<file path="config.mk">
export PLATFORM = sky130hd
export DESIGN_NAME = rdma_data_port
export DESIGN_NICKNAME = d
export VERILOG_FILES = /design/src/rtl/rdma_pkg.sv /design/src/rtl/rdma_window_chk.sv /design/src/rtl/rdma_lane_map.sv /design/src/rtl/rdma_ptr_ctl.sv /design/src/rtl/rdma_data_port.sv
export SDC_FILE = /design/constraint.sdc
export NUM_CORES = 1
export LEC_CHECK = 0
export CAP_MARGIN = 10
export CORE_MARGIN = 2
export CORE_UTILIZATION = 40
export DETAILED_ROUTE_END_ITERATION = 16
export PLACE_DENSITY = 0.82
export SYNTH_ARGS = -nofsm -noshare
export SYNTH_HDL_FRONTEND = slang
export SYNTH_SLANG_ARGS = --single-unit
</file>
<file path="constraint.sdc">
create_clock -name clk -period 4.69 [get_ports clk]
set_input_delay 0.7035 -clock clk [delete_from_list [all_inputs] [get_ports clk]]
set_output_delay 0.7035 -clock clk [all_outputs]
set_load 0.01 [all_outputs]
</file>
<file path="src/rtl/rdma_pkg.sv">
package rdma_pkg;

    localparam int LANES = 4;
    localparam int NB_W  = 3;

    typedef enum logic [0:0] {
        ST_IDLE  = 1'b0,
        ST_RDATA = 1'b1
    } port_state_e;

    function automatic logic [NB_W-1:0] width_of(input logic is_long, input logic is_word);
        if (is_long)
            return NB_W'(4);
        else if (is_word)
            return NB_W'(2);
        else
            return NB_W'(1);
    endfunction

endpackage

</file>
<file path="src/rtl/rdma_window_chk.sv">
module rdma_window_chk #(
    parameter int ADDR_W     = 16,
    parameter int PROM_BYTES = 32,
    parameter int PKT_BASE   = 'h4000,
    parameter int PKT_END    = 'h8000
) (
    input  logic [ADDR_W-1:0]          addr,
    input  logic [rdma_pkg::NB_W-1:0]  nbytes,
    output logic                       in_range
);
    localparam int SUM_W = ADDR_W + 1;
    localparam logic [SUM_W-1:0] PROM_LIM = SUM_W'(PROM_BYTES);
    localparam logic [SUM_W-1:0] BASE_LIM = SUM_W'(PKT_BASE);
    localparam logic [SUM_W-1:0] END_LIM  = SUM_W'(PKT_END);

    logic [SUM_W-1:0] first_b;
    logic [SUM_W-1:0] past_end;

    always_comb begin
        first_b  = {1'b0, addr};
        past_end = first_b + SUM_W'(nbytes);
        in_range = (past_end <= PROM_LIM) ||
                   ((first_b >= BASE_LIM) && (past_end <= END_LIM));
    end
endmodule

</file>
<file path="src/rtl/rdma_lane_map.sv">
module rdma_lane_map #(
    parameter int ADDR_W = 16
) (
    input  logic [ADDR_W-1:0]                    base,
    input  logic [rdma_pkg::NB_W-1:0]            nbytes,
    input  logic                                 in_range,
    input  logic                                 wr_go,
    input  logic [8*rdma_pkg::LANES-1:0]         host_wdata,
    input  logic [rdma_pkg::NB_W-1:0]            rd_nbytes,
    input  logic                                 rd_in_range,
    input  logic [8*rdma_pkg::LANES-1:0]         mem_rdata,
    output logic [rdma_pkg::LANES*ADDR_W-1:0]    mem_addr,
    output logic [rdma_pkg::LANES-1:0]           mem_we,
    output logic [8*rdma_pkg::LANES-1:0]         mem_wdata,
    output logic [8*rdma_pkg::LANES-1:0]         host_rdata
);
    localparam int LANES = rdma_pkg::LANES;
    localparam int NB_W  = rdma_pkg::NB_W;

    for (genvar k = 0; k < LANES; k++) begin : g_lane
        logic lane_on_wr;
        logic lane_on_rd;
        assign lane_on_wr = NB_W'(k) < nbytes;
        assign lane_on_rd = NB_W'(k) < rd_nbytes;
        assign mem_addr[k*ADDR_W +: ADDR_W] = base + ADDR_W'(k);
        assign mem_we[k]                    = wr_go && in_range && lane_on_wr;
        assign mem_wdata[8*k +: 8]          = host_wdata[8*k +: 8];
        assign host_rdata[8*k +: 8]         = !lane_on_rd  ? 8'h00 :
                                              rd_in_range ? mem_rdata[8*k +: 8] : 8'hFF;
    end
endmodule

</file>
<file path="src/rtl/rdma_ptr_ctl.sv">
module rdma_ptr_ctl #(
    parameter int ADDR_W = 16,
    parameter int CNT_W  = 16
) (
    input  logic                        clk,
    input  logic                        rst_n,
    input  logic                        step,
    input  logic [rdma_pkg::NB_W-1:0]   nbytes,
    input  logic [7:0]                  reg_wdata,
    input  logic                        ld_addr_lo,
    input  logic                        ld_addr_hi,
    input  logic                        ld_cnt_lo,
    input  logic                        ld_cnt_hi,
    input  logic [ADDR_W-9:0]           ring_start_pg,
    input  logic [ADDR_W-9:0]           ring_stop_pg,
    input  logic                        cmd_remote,
    input  logic                        irq_clr,
    output logic [ADDR_W-1:0]           cur_addr,
    output logic [CNT_W-1:0]            rem_cnt,
    output logic                        rdc_flag
);
    localparam int AHI_W = ADDR_W - 8;
    localparam int CHI_W = CNT_W - 8;

    logic [ADDR_W-1:0] start_addr, stop_addr, grown, addr_d;
    logic [CNT_W-1:0]  size_c, cnt_d;
    logic              done, flag_set, flag_d;

    always_comb begin
        start_addr = {ring_start_pg, 8'h00};
        stop_addr  = {ring_stop_pg, 8'h00};
        grown      = cur_addr + ADDR_W'(nbytes);
        size_c     = CNT_W'(nbytes);
        done       = step && (rem_cnt <= size_c);

        addr_d = cur_addr;
        if (step)
            addr_d = (grown == stop_addr) ? start_addr : grown;
        if (ld_addr_lo) addr_d[7:0]        = reg_wdata;
        if (ld_addr_hi) addr_d[ADDR_W-1:8] = AHI_W'(reg_wdata);

        cnt_d = rem_cnt;
        if (step)
            cnt_d = done ? '0 : (rem_cnt - size_c);
        if (ld_cnt_lo) cnt_d[7:0]       = reg_wdata;
        if (ld_cnt_hi) cnt_d[CNT_W-1:8] = CHI_W'(reg_wdata);

        flag_set = done || (cmd_remote && (rem_cnt == '0));
        flag_d   = flag_set ? 1'b1 : (irq_clr ? 1'b0 : rdc_flag);
    end

    always_ff @(posedge clk or negedge rst_n) begin
        if (!rst_n) begin
            cur_addr <= '0;
            rem_cnt  <= '0;
            rdc_flag <= 1'b0;
        end else begin
            cur_addr <= addr_d;
            rem_cnt  <= cnt_d;
            rdc_flag <= flag_d;
        end
    end

    // landing on the stop page folds back to the ring start
    a_r4_ring_fold: assert property (@(posedge clk) disable iff (!rst_n)
        (step && !ld_addr_lo && !ld_addr_hi &&
         (ADDR_W'(cur_addr + ADDR_W'(nbytes)) == {ring_stop_pg, 8'h00}))
        |=> (cur_addr == $past(start_addr)));

    // exhausting the count leaves zero and a raised flag
    a_r5_count_done: assert property (@(posedge clk) disable iff (!rst_n)
        (step && (rem_cnt <= CNT_W'(nbytes)) && !ld_cnt_lo && !ld_cnt_hi)
        |=> (rem_cnt == '0) && rdc_flag);

    // remote command with zero count flags completion
    a_r10_zero_cmd: assert property (@(posedge clk) disable iff (!rst_n)
        (cmd_remote && (rem_cnt == '0)) |=> rdc_flag);
endmodule

</file>
<file path="src/rtl/rdma_data_port.sv">
module rdma_data_port
    import rdma_pkg::*;
#(
    parameter int ADDR_W     = 16,
    parameter int CNT_W      = 16,
    parameter int PROM_BYTES = 32,
    parameter int PKT_BASE   = 'h4000,
    parameter int PKT_END    = 'h8000
) (
    input  logic                               clk,
    input  logic                               rst_n,
    input  logic                               host_rd,
    input  logic                               host_wr,
    input  logic                               host_long,
    input  logic [8*rdma_pkg::LANES-1:0]       host_wdata,
    output logic [8*rdma_pkg::LANES-1:0]       host_rdata,
    output logic                               host_rvalid,
    input  logic                               cfg_word,
    input  logic [ADDR_W-9:0]                  ring_start_pg,
    input  logic [ADDR_W-9:0]                  ring_stop_pg,
    input  logic [7:0]                         reg_wdata,
    input  logic                               ld_addr_lo,
    input  logic                               ld_addr_hi,
    input  logic                               ld_cnt_lo,
    input  logic                               ld_cnt_hi,
    input  logic                               cmd_remote,
    input  logic                               irq_clr,
    output logic                               mem_rd,
    output logic [rdma_pkg::LANES-1:0]         mem_we,
    output logic [rdma_pkg::LANES*ADDR_W-1:0]  mem_addr,
    output logic [8*rdma_pkg::LANES-1:0]       mem_wdata,
    input  logic [8*rdma_pkg::LANES-1:0]       mem_rdata,
    output logic [ADDR_W-1:0]                  cur_addr,
    output logic [CNT_W-1:0]                   rem_cnt,
    output logic                               rdc_flag
);
    port_state_e        state, state_d;
    logic [NB_W-1:0]    nbytes, rd_nbytes;
    logic [ADDR_W-1:0]  base;
    logic               cnt_zero, acc_rd, acc_wr, step;
    logic               in_range, rd_in_range;

    always_comb begin
        nbytes   = width_of(host_long, cfg_word);
        base     = (nbytes != NB_W'(1)) ? {cur_addr[ADDR_W-1:1], 1'b0} : cur_addr;
        cnt_zero = (rem_cnt == '0);
        acc_rd   = (state == ST_IDLE) && host_rd;
        acc_wr   = (state == ST_IDLE) && host_wr && !host_rd && !cnt_zero;
        step     = acc_rd || acc_wr;
    end

    // state register
    always_ff @(posedge clk or negedge rst_n) begin
        if (!rst_n) state <= ST_IDLE;
        else        state <= state_d;
    end

    // next-state logic
    always_comb begin
        state_d = state;
        unique case (state)
            ST_IDLE:  if (host_rd) state_d = ST_RDATA;   // read accept
            ST_RDATA: state_d = ST_IDLE;                 // data return
        endcase
    end

    // outputs
    always_comb begin
        host_rvalid = (state == ST_RDATA);
        mem_rd      = acc_rd;
    end

    // width and window of the read in flight
    always_ff @(posedge clk or negedge rst_n) begin
        if (!rst_n) begin
            rd_nbytes   <= NB_W'(1);
            rd_in_range <= 1'b0;
        end else if (acc_rd) begin
            rd_nbytes   <= nbytes;
            rd_in_range <= in_range;
        end
    end

    rdma_window_chk #(
        .ADDR_W(ADDR_W), .PROM_BYTES(PROM_BYTES),
        .PKT_BASE(PKT_BASE), .PKT_END(PKT_END)
    ) i_window (
        .addr(base), .nbytes(nbytes), .in_range(in_range)
    );

    rdma_lane_map #(.ADDR_W(ADDR_W)) i_lanes (
        .base(base), .nbytes(nbytes), .in_range(in_range), .wr_go(acc_wr),
        .host_wdata(host_wdata), .rd_nbytes(rd_nbytes), .rd_in_range(rd_in_range),
        .mem_rdata(mem_rdata), .mem_addr(mem_addr), .mem_we(mem_we),
        .mem_wdata(mem_wdata), .host_rdata(host_rdata)
    );

    rdma_ptr_ctl #(.ADDR_W(ADDR_W), .CNT_W(CNT_W)) i_ptr (
        .clk(clk), .rst_n(rst_n), .step(step), .nbytes(nbytes),
        .reg_wdata(reg_wdata), .ld_addr_lo(ld_addr_lo), .ld_addr_hi(ld_addr_hi),
        .ld_cnt_lo(ld_cnt_lo), .ld_cnt_hi(ld_cnt_hi),
        .ring_start_pg(ring_start_pg), .ring_stop_pg(ring_stop_pg),
        .cmd_remote(cmd_remote), .irq_clr(irq_clr),
        .cur_addr(cur_addr), .rem_cnt(rem_cnt), .rdc_flag(rdc_flag)
    );

    // no lane write while the count is exhausted
    a_r6_zero_count_write: assert property (@(posedge clk) disable iff (!rst_n)
        (host_wr && (state == ST_IDLE) && (rem_cnt == '0)) |-> (mem_we == '0));

    // multi-byte writes start on an even lane address
    a_r7_even_base: assert property (@(posedge clk) disable iff (!rst_n)
        (|mem_we[LANES-1:1]) |-> (mem_addr[0] == 1'b0));

    // read data follows the read strobe by one cycle
    a_r9_read_return: assert property (@(posedge clk) disable iff (!rst_n)
        ((state == ST_IDLE) && host_rd) |=> host_rvalid);

    // no back-to-back data returns
    a_r13_single_return: assert property (@(posedge clk) disable iff (!rst_n)
        host_rvalid |=> !host_rvalid);
endmodule

</file>
### Yosys cells after proc, flatten, opt, wreduce, memory -nomap -nowiden

Cells that the tools add are included.

* add/sub/neg operators: 6
* magnitude comparators: 12
* eq/ne operators: 2
* mux-type cells: 23
* bitwise logic cells: 1
* reductions and logical operators: 23

Operators by type and width (number)
* 8-bit two-way mux: 12
* 16-bit two-way mux: 4
* 16-bit by 2-bit adder with 16-bit output, second input constant: 2
* 16-bit by 3-bit adder with 17-bit output: 1
* 17-bit by 16-bit <= comparator with 1-bit output, second input constant: 1
* 17-bit by 6-bit <= comparator with 1-bit output, second input constant: 1
* 16-bit by 1-bit adder with 16-bit output, second input constant: 1
* 16-bit by 3-bit adder with 16-bit output: 1
* 16-bit equality test: 1
* 16-bit by 15-bit greater-or-equal comparator with 1-bit output, second input constant: 1
* 16-bit by 3-bit <= comparator with 1-bit output: 1
* 16-bit zero test: 1
* 16-bit by 3-bit subtractor with 16-bit output: 1
* 1-bit logical AND: 12
* 1-bit by 3-bit less-than comparator with 1-bit output, first input constant: 4
* 2-bit by 3-bit less-than comparator with 1-bit output, first input constant: 4
* 2-bit nonzero test: 5
* 1-bit two-way mux: 4
* 1-bit logical OR: 3
* 3-bit two-way mux: 1
* 3-bit by 1-bit != test with 1-bit output, second input constant: 1
* 1-bit zero test: 2
* 2-bit two-way mux: 1
* 1-bit case mux with 2 select lines: 1
* 1-bit NOT: 1

* register bits: 38
* bits of input ports: 100
* output and inout bits: 167
* word-level logic and storage cells: 75

### Depth between registers and ports, before layout

* depth in word-level cells: 10
* gate-level depth with buffers: 12

### Cells and area by module

Synthesis repeated with hierarchy kept, for this count alone.

* cells, all modules: 649
* area, all modules: 5143.7 sq um

By module, submodules not included
* rdma_ptr_ctl: instances 1, cells each 324, area each 2702.6 sq um
* rdma_lane_map: instances 1, cells each 244, area each 1721.7 sq um
* rdma_window_chk: instances 1, cells each 59, area each 446.7 sq um
* rdma_data_port: instances 1, cells each 22, area each 272.8 sq um

### Worst setup path after synthesis

No wires, ideal clock.

* path kind: input -> output
* start point: in cfg_word
* end point: out mem_we[1] in the netlist's numbering
* data arrival time: 3583 ps
* data required time: 3987 ps
* path slack: 403 ps
* cell stages on the path: 12
* buffers on the path: 1
* cell sequence: nor2_1 -> and2_1 -> clkbuf_1 -> ha_1 -> fa_1 -> nor4_1 -> o2111a_1 -> a311o_1 -> o211ai_1 -> nor4_2 -> o21bai_1 -> a211oi_1

* longest elaborated chain between the ends: 10
* elaborated cells between the ends (all ways): 13
* those cells by class: add/sub (1); order compare (4); eq/ne (1); mux (3); reduce/logical (4)

Ends and longest elaborated chain
* from (decl): line rdma_data_port.sv:18 `input logic cfg_word,`
* 2-bit two-way mux *: line rdma_pkg.sv:14 `else if (is_word)`
* 3-bit two-way mux *: line rdma_pkg.sv:12 `if (is_long)`
* 3-bit by 1-bit != test with 1-bit output *: line rdma_data_port.sv:45 `base = (nbytes != NB_W'(1)) ? {cur_addr[ADDR_W-1:1], 1'b0} : cur_addr;`
* 1-bit two-way mux *: line rdma_data_port.sv:45
* named net mem_addr, one bit: line rdma_data_port.sv:30 `output logic [rdma_pkg::LANES*ADDR_W-1:0] mem_addr,`
* 16-bit by 3-bit adder with 17-bit output: line rdma_window_chk.sv:21 `past_end = first_b + SUM_W'(nbytes);`
* 17-bit by 16-bit <= comparator with 1-bit output: line rdma_window_chk.sv:23 `((first_b >= BASE_LIM) && (past_end <= END_LIM));`
* 1-bit logical AND: line rdma_window_chk.sv:23
* 1-bit logical OR *: line rdma_window_chk.sv:22 `in_range = (past_end <= PROM_LIM) ||`
* 1-bit logical AND * (2 in series): line rdma_lane_map.sv:26 `assign mem_we[k] = wr_go && in_range && lane_on_wr;`
* to (decl): line rdma_data_port.sv:29 `output logic [rdma_pkg::LANES-1:0] mem_we,`

The timed path passes the listed nets; every way through them passes the cells marked *.

### Final worst setup path

* start point: in host_long
* end point: out mem_we[1] in the netlist's numbering

* longest elaborated chain between the ends: 9
* elaborated cells between the ends (all ways): 12
* those cells by class: add/sub (1); order compare (4); eq/ne (1); mux (2); reduce/logical (4)

Ends and longest elaborated chain
* from (decl): line rdma_data_port.sv:14 `input logic host_long,`
* 3-bit two-way mux *: line rdma_pkg.sv:12
* named net i_lanes.nbytes, one bit: line rdma_lane_map.sv:5 `input logic [rdma_pkg::NB_W-1:0] nbytes,`
* 3-bit by 1-bit != test with 1-bit output: line rdma_data_port.sv:45
* 1-bit two-way mux: line rdma_data_port.sv:45
* 16-bit by 3-bit adder with 17-bit output: line rdma_window_chk.sv:21
* 17-bit by 16-bit <= comparator with 1-bit output: line rdma_window_chk.sv:23
* 1-bit logical AND: line rdma_window_chk.sv:23
* 1-bit logical OR: line rdma_window_chk.sv:22
* 1-bit logical AND: line rdma_lane_map.sv:26
* 1-bit logical AND *: line rdma_lane_map.sv:26

Marked as above.

==> reports/metrics.cfg <==
[finish]
fin_cells=956
syn_to_final_growth_pct=41.6
layout_commonest_cell=clkdlybuf4s50_1
nets=923
n_antenna_cell=0
drive_above_1_share=0.0705
final_cell_mix=197 x clkdlybuf4s50_1, 57 x a21oi_1, 56 x inv_1, 55 x nand2_1, 45 x xnor2_1

[logic_synthesis]
avgSynthCellArea_sq_um=7.34
syn_nets=781
synth.area.top_cells=dfrtp_1 19%, xnor2_1 8.2%, buf_4 8.1%
ys_types=63
async_flop_share=1.00
ys.flop_type=dfrtp_1
synth_top_cell_area_share=0.189
synth_area_sq_mm=0.00489
yosys.area_share.simple=0.228
syn_inst=666
synthXorXnorAreaFrac=0.123
synthMuxAreaShare=0.0102
synth_warnings=0
yosysTopAreaCell=dfrtp_1
synth_compound_gate_area_share=0.239
ys_seq_area_frac=0.195
synth_edf_count=0
synth_top_family_by_area=compound AO/OA/AOI/OAI gates
synth-adder-area-share=0.0430
synth_seq_cells=38

[floorplan]
die_area_sq_mm=0.0131
die_h_um=115
core-area_sq_mm=0.0120
rows=40
die_x_um=115
ioPinCount=267
start_util=0.409

[detailed_routing]
drc=0
num_vias=5425
initialDrtViolationCount=388
routed_wl_um=16800
firstDrtPassIters=5
final_antenna_net_count=0
vias_per_cell=5.67
routedWlPerCell_um=17.5

[power]
p_total_mw=1.87
internal_power_mw=1.12
power.switching_uw=743
clockPowerShare=0.186
p_seq_frac=0.256
leakage_nw=2.74
ir_drop_uv=174
combPwrFrac=0.558
swShare=0.398
power.density_mw_per_mm2=270

[setup_path]
r2r-start=i_ptr.cur_addr[3]$_DFFE_PN0P_
r2r_end=i_ptr.cur_addr[10]$_DFFE_PN0P_
r2r_cells=7
crit_required_ns=3.99
critPathCaptureType=output pin
cp_max_fo=5
reg2reg_slack_ns=1.30
start_kind=primary input
cp-endpoint=mem_we[1]
cp.arrival_ns=3.93
crit_start=host_long
crit_type=in2out

[cts]
hold_buffers=0
cts_buffers=5
ctsRootBufferMaster=clkbuf_16
clk_latency_ns=0.28
cts_tree=done
clock_sinks=38
htree_levels=2
cts_buffer_depth=2
clk_pin_slew_ns=0.06

[sta]
hold_violations=0
skew_ns=0.00514
slew-limit-headroom=0.358
min_period_over_period=0.988
max_freq_mhz=216
setup_violations=0
slew_viol_final=0
tightest_slew_ns=0.964
fin_crit_ns=4.63
worst_slack_ns=0.0562

[placement]
place_ws_ns=-0.264
dp_cells=947
io_buffers=202
dp_hpwl_um=12900
gp_congestion=0.927

[grt]
grt-ovfl-total=0
grt_max_degree=39
track_usage=0.243
first_global_vias=5035
antenna_found_initial=0
grt_pass1_wl_um=25800

[run]
maxCapViolCount=0

[worst_hold_path]
holdCritPathClass=reg2reg

[outcome]
outcome=finished, final reports clean

through the flow:
step | util | hold slack [ns] | setup TNS [ns] | instance area (sq um)
after floorplan | - | 0.408 | 0 | 4890
after global placement | 0.561 | 0.457 | -0.741 | 6710
after detailed placement | 0.561 | 0.469 | -0.958 | 6710
after CTS | 0.575 | 0.479 | 0 | 6870
after global routing | 0.579 | 0.492 | -0.234 | 6920
final | 0.579 | 0.476 | 0 | 6920
power by group through the flow:
stage / registers, mW / clock network [mW] / logic [mW]
after floorplan: 0.436 / 0 / 0.584
after CTS: 0.475 / 0.351 / 1.03
after global routing: 0.487 / 0.363 / 1.12
final: 0.478 / 0.347 / 1.04
after global placement: 0.479 / 0 / 1.01
after detailed placement: 0.480 / 0 / 1.03
flip-flops by register name (all words and copies together) (netlist names):
signal / flops
host_rvalid: 1
i_ptr.rdc_flag: 1
rd_nbytes: 3
i_ptr.cur_addr: 16
i_ptr.rem_cnt: 16
rd_in_range: 1
Yosys cell counts, types with 3 or more instances:
master,instances
a2bb2oi_1,3
o311ai_1,3
and4_1,9
a21boi_0,10
a21oi_1,57
a21o_1,4
clkbuf_1,18
nor3_1,21
nor2b_1,7
or4_1,4
and2_1,3
o21ai_0,35
ha_1,12
a31oi_1,9
xor2_1,20
a22oi_1,3
nand3b_1,5
nor2_1,38
nand2_1,55
a32oi_1,3
dfrtp_1,37
a211oi_1,5
o31ai_1,10
buf_2,17
a41oi_1,8
buf_1,5
buf_4,53
o21a_1,6
nand3_1,17
nor4_1,12
fa_1,3
a222oi_1,3
xnor2_1,46
and3_1,13
mux2i_1,5
nand2b_1,5
inv_1,56
nand4_1,12
final cells by class:
type / instances / area (sq um)
clock inverter: 2 / 12.5
fill: 1102 / 5040
tap: 147 / 184
clock buffer: 6 / 139
multi-input combinational: 476 / 3200
inverter: 58 / 218
timing repair buffer: 229 / 2220
sequential: 38 / 952
what timing repair did:
| action | 4_1_cts | 5_1_grt |
|---|---|---|
| pin swaps | 0 | 2 |
| setup endpoints to repair | 4 | 4 |
| buffers inserted | 0 | 1 |
| gates resized for setup | 7 | 8 |
how the worst min path moves through the flow:
| stage | from | endpoint | slack, ns | depth (start not counted) |
|---|---|---|---|---|
| global placement | rd_nbytes[0]$_DFFE_PN1P_ | rd_nbytes[0]$_DFFE_PN1P_ | 0.46 | 2 |
| global route | rd_nbytes[0]$_DFFE_PN1P_ | rd_nbytes[0]$_DFFE_PN1P_ | 0.49 | 2 |
| CTS | rd_nbytes[0]$_DFFE_PN1P_ | rd_nbytes[0]$_DFFE_PN1P_ | 0.48 | 2 |
| finish | rd_nbytes[0]$_DFFE_PN1P_ | rd_nbytes[0]$_DFFE_PN1P_ | 0.48 | 2 |
| detailed placement | rd_nbytes[0]$_DFFE_PN1P_ | rd_nbytes[0]$_DFFE_PN1P_ | 0.47 | 2 |
| floorplan | rst_n | host_rvalid$_DFF_PN0_ | 0.41 | 0 |
logic make-up (layout without fill, tap and decap cells):
kind of cell	Yosys count	in the layout
compound gates	178	178
xor+xnor	67	67
fa+ha+maj	15	15
buf+inv	152	295
flops	38	38
mux	5	5
simple gates	211	211
worst max-delay path, cell delays in order:
cell,delay [ns]
clkdlybuf4s50_1,0.43
nor2_1,0.13
and2_1,0.18
ha_1,0.20
fa_2,0.47
nor4_2,0.25
o2111a_1,0.24
a311o_1,0.13
o211ai_1,0.11
nor4_2,0.25
buf_4,0.20
o21bai_4,0.10
a211oi_1,0.23
dlygate4sd2_1,0.30
per-layer routing:
layer  track usage  part of all wire
met1         0.315              0.41
met2         0.421              0.48
met3        0.0360             0.089
met4        0.0699             0.020
met5             0                 0
Note: power is estimated with default switching activity, not from simulation.
